===== config.mk =====
export PLATFORM = sky130hd
export DESIGN_NAME = audio_clkdiv
export DESIGN_NICKNAME = d
export VERILOG_FILES = /design/src/rtl/audio_clkdiv_pkg.sv /design/src/rtl/acd_phase.sv /design/src/rtl/acd_levels.sv /design/src/rtl/acd_gate.sv /design/src/rtl/audio_clkdiv.sv
export SDC_FILE = /design/constraint.sdc
export NUM_CORES = 1
export LEC_CHECK = 0
export BUFFER_PORTS_ARGS = -buffer_cell sky130_fd_sc_hd__buf_2
export CAP_MARGIN = 20
export CORE_ASPECT_RATIO = 1.4
export CORE_UTILIZATION = 45
export DETAILED_ROUTE_END_ITERATION = 16
export PLACE_DENSITY = 0.7
export SYNTH_ARGS = -nofsm -noshare
export SYNTH_HDL_FRONTEND = slang
export SYNTH_HIERARCHICAL = 1
export SYNTH_SLANG_ARGS = --single-unit

===== constraint.sdc =====
create_clock -name clk_i -period 2.15 [get_ports clk_i]
set_input_delay 0.43 -clock clk_i [delete_from_list [all_inputs] [get_ports clk_i]]
set_output_delay 0.43 -clock clk_i [all_outputs]
set_load 0.1 [all_outputs]

===== src/rtl/audio_clkdiv_pkg.sv =====
// Package: shared indices and types of the audio clock divider.
// Assumes three outputs in a fixed order: master, bit, frame.
package audio_clkdiv_pkg;

    typedef logic [1:0] speed_t;

    localparam int OUT_MST = 0;
    localparam int OUT_BIT = 1;
    localparam int OUT_FRM = 2;
    localparam int NUM_OUT = 3;

    localparam speed_t SPEED_RESET = 2'b00;

endpackage


===== src/rtl/acd_phase.sv =====
// Phase counter of the divider.
// Counts reference cycles. Bit 0 of the count is the master phase.
// The speed code is adopted only when the count wraps to zero. That is
// the one instant where every derived clock falls together.
// Assumes: synchronous active-low reset.
module acd_phase
    import audio_clkdiv_pkg::*;
#(
    parameter int PH_W = 10
) (
    input  logic            clk_i,
    input  logic            rst_ni,
    input  speed_t          mode_i,
    output logic [PH_W-1:0] ph_q,
    output logic [PH_W-1:0] ph_nxt,
    output speed_t          mode_q,
    output speed_t          mode_nxt
);

    logic wrap;

    // Next-state view: the count advances, and the mode is taken on wrap.
    always_comb begin
        wrap     = &ph_q;
        ph_nxt   = ph_q + PH_W'(1);
        mode_nxt = wrap ? mode_i : mode_q;
    end

    // Phase and committed speed code registers.
    always_ff @(posedge clk_i) begin
        if (!rst_ni) begin
            ph_q   <= '0;
            mode_q <= SPEED_RESET;
        end else begin
            ph_q   <= ph_nxt;
            mode_q <= mode_nxt;
        end
    end

endmodule


===== src/rtl/acd_levels.sv =====
// Raw level selector.
// Maps a phase value and a speed code to the ungated levels of the three
// clocks. The master level is phase bit 0. The bit clock is the phase bit
// BD_LOG - mode, and the frame clock is FB_LOG bits above it. A level is
// high in the upper half of its own count, so every clock falls when its
// low-order bits wrap.
// Assumes: BD_LOG >= 3, so that all four speed codes select a valid bit.
module acd_levels
    import audio_clkdiv_pkg::*;
#(
    parameter int BD_LOG = 3,
    parameter int FB_LOG = 6,
    parameter int PH_W   = 1 + BD_LOG + FB_LOG
) (
    input  logic [PH_W-1:0]    ph_i,
    input  speed_t             mode_i,
    output logic [NUM_OUT-1:0] lvl_o
);

    logic [PH_W-1:0] sh_bit;
    logic [PH_W-1:0] sh_frm;

    // Select one phase bit per clock by shifting it down to position 0.
    always_comb begin
        sh_bit         = ph_i >> (BD_LOG - int'(mode_i));
        sh_frm         = ph_i >> (BD_LOG + FB_LOG - int'(mode_i));
        lvl_o[OUT_MST] = ph_i[0];
        lvl_o[OUT_BIT] = sh_bit[0];
        lvl_o[OUT_FRM] = sh_frm[0];
    end

endmodule


===== src/rtl/acd_gate.sv =====
// Glitch-free output gate for one clock.
// Registers the level of one clock. The enable is re-sampled only in the
// cycle where the raw level falls, so each high pulse is either whole or
// absent. A disabled output is driven low.
// Assumes: lvl_i is the level the output takes after the coming edge.
module acd_gate (
    input  logic clk_i,
    input  logic rst_ni,
    input  logic lvl_i,
    input  logic dis_i,
    output logic out_o
);

    logic raw_q;
    logic en_q;
    logic fall;
    logic en_nxt;

    // Detect the falling instant and compute the enable that follows it.
    always_comb begin
        fall   = raw_q & ~lvl_i;
        en_nxt = fall ? ~dis_i : en_q;
    end

    // Raw level, gate enable and gated output registers.
    always_ff @(posedge clk_i) begin
        if (!rst_ni) begin
            raw_q <= 1'b0;
            en_q  <= 1'b0;
            out_o <= 1'b0;
        end else begin
            raw_q <= lvl_i;
            en_q  <= en_nxt;
            out_o <= lvl_i & en_nxt;
        end
    end

endmodule


===== src/rtl/audio_clkdiv.sv =====
// Audio serial clock divider, top level.
// Derives the master, bit and frame clocks from a reference at twice the
// master rate. Each output is gated glitch-free under its own disable bit.
// The family code is carried to a status output.
// Assumes: synchronous active-low reset; all inputs are synchronous to clk_i.
module audio_clkdiv
    import audio_clkdiv_pkg::*;
#(
    parameter int FRAME_BITS = 64,
    parameter int MAX_BDIV   = 8
) (
    input  logic       clk_i,
    input  logic       rst_ni,
    input  logic [1:0] mode_i,
    input  logic [2:0] dis_i,
    input  logic [1:0] fam_i,
    output logic       mclk_o,
    output logic       bclk_o,
    output logic       frm_o,
    output logic [1:0] fam_o
);

    localparam int FB_LOG = $clog2(FRAME_BITS);
    localparam int BD_LOG = $clog2(MAX_BDIV);
    localparam int PH_W   = 1 + BD_LOG + FB_LOG;

    logic [PH_W-1:0]    ph_q;
    logic [PH_W-1:0]    ph_nxt;
    speed_t             mode_q;
    speed_t             mode_nxt;
    logic [NUM_OUT-1:0] lvl;
    logic [NUM_OUT-1:0] gated;

    acd_phase #(.PH_W(PH_W)) u_phase (
        .clk_i    (clk_i),
        .rst_ni   (rst_ni),
        .mode_i   (mode_i),
        .ph_q     (ph_q),
        .ph_nxt   (ph_nxt),
        .mode_q   (mode_q),
        .mode_nxt (mode_nxt)
    );

    acd_levels #(.BD_LOG(BD_LOG), .FB_LOG(FB_LOG), .PH_W(PH_W)) u_levels (
        .ph_i   (ph_nxt),
        .mode_i (mode_nxt),
        .lvl_o  (lvl)
    );

    for (genvar g = 0; g < NUM_OUT; g++) begin : g_gate
        acd_gate u_gate (
            .clk_i  (clk_i),
            .rst_ni (rst_ni),
            .lvl_i  (lvl[g]),
            .dis_i  (dis_i[g]),
            .out_o  (gated[g])
        );
    end

    // Family code status register.
    always_ff @(posedge clk_i) begin
        if (!rst_ni) fam_o <= 2'b00;
        else         fam_o <= fam_i;
    end

    assign mclk_o = gated[OUT_MST];
    assign bclk_o = gated[OUT_BIT];
    assign frm_o  = gated[OUT_FRM];

endmodule


* Word-level counts from Yosys, hierarchy flattened
Index checks and enable logic that the tools add are counted.
Storage, ports and cells: register bits after elaboration 23, logic and storage cells 34
Operators by class: add/subtract/negate cells 3, shifts and indexed selects 2, mux-type cells 4, bitwise operators 12, reduce and logical (&&, ||, !) cells 1
Operators with widths (number):
- 10-bit by 32-bit right shift with 1-bit output | 2
- 10-bit by 1-bit adder with 10-bit output, second input constant | 1
- 10-bit AND reduction | 1
- 1-bit AND | 6
- 1-bit NOT | 6
- 4-bit by 2-bit subtractor with 5-bit output, first input constant | 1
- 1-bit 2-to-1 mux | 3
- 2-bit by 2-bit subtractor with 3-bit output, first input constant | 1
- 2-bit 2-to-1 mux | 1

* Logic depth before layout (Yosys ltp)
Gate-level depths: netlist (run 1).
depth in word-level cells 8, mapped depth 7, mapped depth without buffers 7

* Hierarchy
The synthesis (run 1) kept the hierarchy.
Modules (own cells, without submodules):
- acd_phase | instances 1, cells each 65, area an instance 598.1 um^2
- acd_gate | instances 3, cells each 8, area an instance 100.1 um^2
- acd_levels | instances 1, cells each 3, area an instance 60.1 um^2
- audio_clkdiv | instances 1, cells each 4, area an instance 52.6 um^2

* Least setup slack after synthesis (run 1)
Ideal clock, no wire load.
kind flip-flop to flip-flop, start point register u_phase.ph_q[0], end point register g_gate[1].u_gate.en_q, library setup time 116 ps, data arrival time 2042 ps, required time 2034 ps, setup slack -8 ps, cell stages (with the launch flop) 8, buffers on the path 0, clock period less this slack 2158 ps, cells stage by stage dfxtp_1 -> ha_1 -> and4_1 -> nand3_2 -> mux2_4 -> mux4_1 -> nand2b_1 -> a31o_1
Between the ends: longest elaborated chain between the ends 7, elaborated cells between the ends (all ways) 8
Ends and longest elaborated chain:
- start, declared | RTL line acd_phase.sv:14 | output logic [PH_W-1:0] ph_q,
- start signal, assigned | RTL line acd_phase.sv:35 | ph_q <= ph_nxt;
- 10-bit AND reduction | RTL line acd_phase.sv:24 | wrap = &ph_q;
- 2-bit 2-to-1 mux | RTL line acd_phase.sv:26 | mode_nxt = wrap ? mode_i : mode_q;
- named net mode_nxt[0] | RTL line audio_clkdiv.sv:30 | speed_t mode_nxt;
- 2-bit by 2-bit subtractor with 3-bit output | RTL line acd_levels.sv:25 | sh_bit = ph_i >> (BD_LOG - int'(mode_i));
- 10-bit by 32-bit right shift with 1-bit output | RTL line acd_levels.sv:25
- named net lvl[1] | RTL line audio_clkdiv.sv:31 | logic [NUM_OUT-1:0] lvl;
- 1-bit NOT | RTL line acd_gate.sv:21 | fall = raw_q & ~lvl_i;
- 1-bit AND | RTL line acd_gate.sv:21
- 1-bit 2-to-1 mux | RTL line acd_gate.sv:22 | en_nxt = fall ? ~dis_i : en_q;
- end signal, assigned | RTL line acd_gate.sv:33 | en_q <= en_nxt;
- end, declared | RTL line acd_gate.sv:15 | logic en_q;
The timed path passes the listed nets, and every way through them passes these cells. A chain may end at the register's enable or synchronous reset.

* Worst setup path after layout (run 1)
start point register u_phase.ph_q[1], end point register g_gate[1].u_gate.en_q
Same word-level chain as after synthesis.

==> metrics.csv, run 1 <==
metric,value,unit
status,completed,
Area after DPL,0.00113,mm²
Post-Layout Inst Area,0.00118,mm²
DRC,0,
Syn Inst Count,95,
CP Launch Type,flop,
Filler cells,175,
Setup TNS,0,ns
WP data arrival,2.31,ns
total wire length,1740,µm
# IOs,14,
first-pass GRT wire length,2970,µm
clock root buffer,clkbuf_4,
htree depth,1,
Port Buffers,13,
"Clk Latency, worst-skew pair",0.30,ns
final cell count without fillers,138,
CTS Hold Bufs,0,
Clock Skew,0.00179,ns
Pwr Density,592,mW/mm²
Max Clock Freq,0.477,GHz
vias per cell,5.59,
area occupied by multi-input gates,538,µm²
max_slew headroom,0.679,
syn nets,105,
DR vias,772,
register area,463,µm²
fin crit period,2.10,ns
Slowest cell on crit path,mux4_2,
"critical path, cell by cell","ha_4, and4_4, nand3_2, mux2_4, mux4_2, nand2b_1, a31o_1",
Crit path required time,2.36,ns
total global-route track usage,0.159,
RSZ-0062 raised after global routing,no,
"Remaining Overflow, GRT",0,
# nets final,128,
met2 GRT Util,0.308,
number of global-route vias before repair,740,
Syn. warnings,6,
Clock Sinks,23,
CP Max Fanout,4,
CORE AREA,0.00204,mm²
fin. max-slew vios,0,
Reg2Reg Depth,7,
final worst path period share,0.975,
synthesis-to-layout area growth,17.5,%
hold violation total from the final report,0,
Worst path max stage delay,0.46,ns
Max-Cap Viols,0,
Clock transition at path regs,0.12,ns
die area,0.00243,mm²
CTS buffer count,3,
Slew @ Worst Pin,0.485,ns
drt pass-1 iters,4,
type of the worst setup path,flop to flop,
Final HPWL DP,1330,µm
initial drt markers,18,
GPL Wtd Cong,0.826,
Static Leak,0.533,nW
# diodes,0,
Min-Delay Path Depth,2,
layout cells sized above 1,0.316,
CTS tree,done,
met1 global-route usage,0.154,
Starting Density,0.493,
Worst Path Buf+Inv,0,
antenna-violating nets left,0,
Mapped Area,0.00101,mm²
GR peak layer,met2,
Final Util,0.579,
crit end category,flop,
GR Util met3,0.0312,
drt wl/cell,12.6,µm
initial antenna violation count,0,
dpl cells,132,
Clock Path Buffers,2,
Die Span Y,58.0,µm
Levels on crit path,7,
Die Width,42.0,µm
worst vdd ir,0.000339,V
std cell rows,19,
Worst Hold Class,input port to flop,
Avg Inst Size Synth,10.6,µm²
largest net degree at the start of global routing,28,
Worst Hold Margin,0.316,ns
CP top delay family,multiplexers,
"Setup violations, final",0,
## layout make-up
type	count	share of cell area
Sequential cell	23	0.391
Timing Repair Buffer	20	0.0994
Inverter	3	0.00951
Clock inverter	1	0.00423
Multi-Input combinational cell	67	0.455
Clock buffer	3	0.0190
Tap cell	21	0.0222
## state kept, by name (all words and copies together) (netlist names)
register and cells:
g_gate.u_gate/out_o 3, g_gate.u_gate/raw_q 3, u_phase/ph_q 10, u_phase/mode_q 2
fam_o 2, g_gate.u_gate/en_q 3
## layer usage
metal,wire length (µm),up-vias
met3,63,4
li1,-,375
met5,0,-
met4,33,0
met2,961,20
met1,681,373
## where the power goes
part,internal [mW],total [mW],leakage [nW],switching (mW)
Combinational,0.0278,0.0659,0.328,0.0381
Clock,0.0695,0.192,0.0177,0.122
Sequential,0.436,0.443,0.187,0.00700
Total,0.533,0.701,0.533,0.167
## placed cells by master, fill, tap and decap left out
cell,n
dfxtp_1,21
buf_2,13
nand2_1,10
and2_1,9
buf_4,7
nand2b_1,5
and3_1,4
mux2i_1,4
clkbuf_4,3
and4bb_1,3
a31o_1,3
xor2_1,3
o21ai_0,3
or3_1,3
inv_1,3
a21oi_1,3
mux4_2,2
nand3_2,2
and4_4,2
nand3_1,2
xnor2_1,2
mux2_4,2
dfxtp_2,2
clkinv_2,1
nor3b_2,1
nand4_1,1
nor3_4,1
nor2_1,1
ha_4,1
## path summary, 6_finish.rpt
| kind | start | to | slack, ns |
|---|---|---|---|
| worst max-delay path | u_phase/ph_q[1] | g_gate[1].u_gate/en_q | 0.05 |
| worst min-delay path | fam_i[0] | fam_o[0] | 0.32 |
| worst max register to register | u_phase/ph_q[1] | g_gate[1].u_gate/en_q | 0.05 |
| worst min register to register | u_phase/mode_q[0] | u_phase/mode_q[0] | 0.47 |
## repair_timing
item	in CTS	in global routing
endpoints found under the setup margin	2	2
buffers inserted	0	2
gates resized for setup	2	5
## per-stage QoR
step,power (mW),setup WS (ns)
5_1_grt,0.739,0.00160
6_report,0.701,0.0539
4_1_cts,0.706,0.00168
3_5_place_dp,0.511,-0.0249
2_1_floorplan,0.489,0.00130
3_3_place_gp,0.509,0.0323
Note: power is estimated with default switching activity, not from simulation.
==> run 2, diff against run 1 <==
--- a/config.mk
+++ b/config.mk
@@ -5,6 +5,7 @@
 export SDC_FILE = /design/constraint.sdc
 export NUM_CORES = 1
 export LEC_CHECK = 0
+export ABC_AREA = 1
 export BUFFER_PORTS_ARGS = -buffer_cell sky130_fd_sc_hd__buf_2
 export CAP_MARGIN = 20
 export CORE_ASPECT_RATIO = 1.4
==> metrics.csv, run 2 <==
metric,value,unit
CP Max Fanout,6,
Avg Inst Size Synth,7.02,µm²
CTS buffer count,3,
Post-CTS Resized,0,
largest net degree at the start of global routing,14,
initial antenna violation count,0,
Die Span Y,59.4,µm
Max Clock Freq,0.532,GHz
GPL Wtd Cong,0.822,
Setup TNS,0,ns
die area,0.00256,mm²
DR vias,874,
Mapped Area,0.00106,mm²
drt pass-1 iters,4,
dpl cells,184,
Clock transition at path regs,0.12,ns
Routed met1 length,787,µm
worst vdd ir,0.000280,V
CP Launch Type,flop,
"commonest cells after routing, fill and taps aside","nand2_1 (38), inv_1 (38), dfxtp_1 (23)",
antenna-violating nets left,0,
internal power,0.523,mW
uppermost routed layer,met4,
Syn. warnings,6,
type of the worst setup path,flop to flop,
syn nets,161,
CTS tree,done,
hold violation total from the final report,0,
Worst Hold Class,input port to flop,
total global-route track usage,0.165,
Comb pwr share,0.087,
Syn Inst Count,151,
CTS Hold Bufs,0,
Most Frequent Cell on Critical Path,nand2_1,
Final HPWL DP,1430,µm
# diodes,0,
"Most flops, register",u_phase/ph_q,
htree depth,1,
metal2 WL,935,µm
WP data arrival,2.09,ns
status,completed,
Clock Sinks,23,
postcts setup bufs,0,
CORE AREA,0.00220,mm²
# IOs,14,
"Remaining Overflow, GRT",0,
Slowest cell on crit path,dfxtp_1,
clock power share,0.277,
"Setup violations, final",0,
Worst path max stage delay,0.40,ns
final cell count without fillers,188,
fin. max-slew vios,0,
Crit path required time,2.36,ns
Clock Path Buffers,2,
crit end category,flop,
layout cells sized above 1,0.169,
std cell rows,20,
RSZ-0062 raised after global routing,no,
final worst path period share,0.874,
initial drt markers,8,
max_slew headroom,0.678,
"critical path, cell by cell","ha_1, nand2_2, nor2_4, nand3_2, nand2_1, nand2_1, inv_1, inv_2, nand2_1, nand3_1, nand2_1, inv_1, a21oi_1, nor2_1",
fin crit period,1.88,ns
total wire length,1790,µm
DRC,0,
P_sw,0.173,mW
sequential share of power,0.636,
Pwr Density,596,mW/mm²
first-pass GRT wire length,3240,µm
max reg flops,10,
Clock Skew,0.00501,ns
Static Leak,0.600,nW
Port Buffers,13,
Die Width,43.0,µm
Slew @ Worst Pin,0.486,ns
"Clk Latency, worst-skew pair",0.30,ns
switching share of power,0.249,
Met3 Routed Length,45,µm
number of global-route vias before repair,860,
vias per cell,4.65,
drt wl/cell,9.51,µm
Starting Density,0.481,
clock root buffer,clkbuf_4,
synthesis-to-layout area growth,10.3,%
Max-Cap Viols,0,
# nets final,177,
## run 2: critical path: cells and delay by family (launching register included)
family,cells,cell delay (ns)
DFF,1,0.40
buffers and inverters,3,0.26
and+or+nand+nor,9,0.76
adders and majority gates,1,0.24
AOI/OAI and AO/OA,1,0.14
## run 2: final cells by class
type,instances,area (µm²)
clock buffers,3,22.5
clock inverters,1,5.00
inverters,39,146
multi-input cells,87,442
fillers,226,1030
well taps,22,27.5
repair buffers,13,65.1
flip-flops and latches,23,460
## run 2: power by group through the flow
stage          Clock [mW]  Sequential [mW]  Combinational, mW
2_1_floorplan           0            0.469             0.0265
3_3_place_gp            0            0.452             0.0593
3_5_place_dp            0            0.452             0.0608
4_1_cts             0.204            0.443             0.0609
5_1_grt             0.220            0.444             0.0667
6_report            0.193            0.443             0.0606
## run 2: stage by stage
| stage | cell area (µm²) | utilization | setup WS, ns | hold slack [ns] | power (mW) |
|---|---|---|---|---|---|
| 6_report | 1170 | 0.531 | 0.271 | 0.299 | 0.696 |
| 5_1_grt | 1170 | 0.531 | 0.0307 | 0.295 | 0.730 |
| 4_1_cts | 1170 | 0.531 | 0.258 | 0.285 | 0.708 |
| 3_5_place_dp | 1140 | 0.518 | 0.282 | 0.421 | 0.513 |
| 3_3_place_gp | 1140 | 0.518 | 0.400 | 0.415 | 0.511 |
| 2_1_floorplan | 1060 | - | 0.499 | 0.408 | 0.496 |
## run 2: metal layers
| layer | GRT usage | up-vias |
|---|---|---|
| li1 | - | 470 |
| met1 | 0.168 | 390 |
| met2 | 0.301 | 12 |
| met3 | 0.0366 | 2 |
| met4 | 0.0996 | 0 |
| met5 | 0 | - |
## run 2: final timing paths
kind / startpoint / to / slack (ns) / cells after the start
worst max-delay path: u_phase/ph_q[0] / g_gate[2].u_gate/en_q / 0.27 / 14
worst min-delay path: fam_i[0] / fam_o[0] / 0.30 / 3
worst max register to register: u_phase/ph_q[0] / g_gate[2].u_gate/en_q / 0.27 / 14
worst min register to register: g_gate[1].u_gate/en_q / g_gate[1].u_gate/out_o / 0.44 / 2
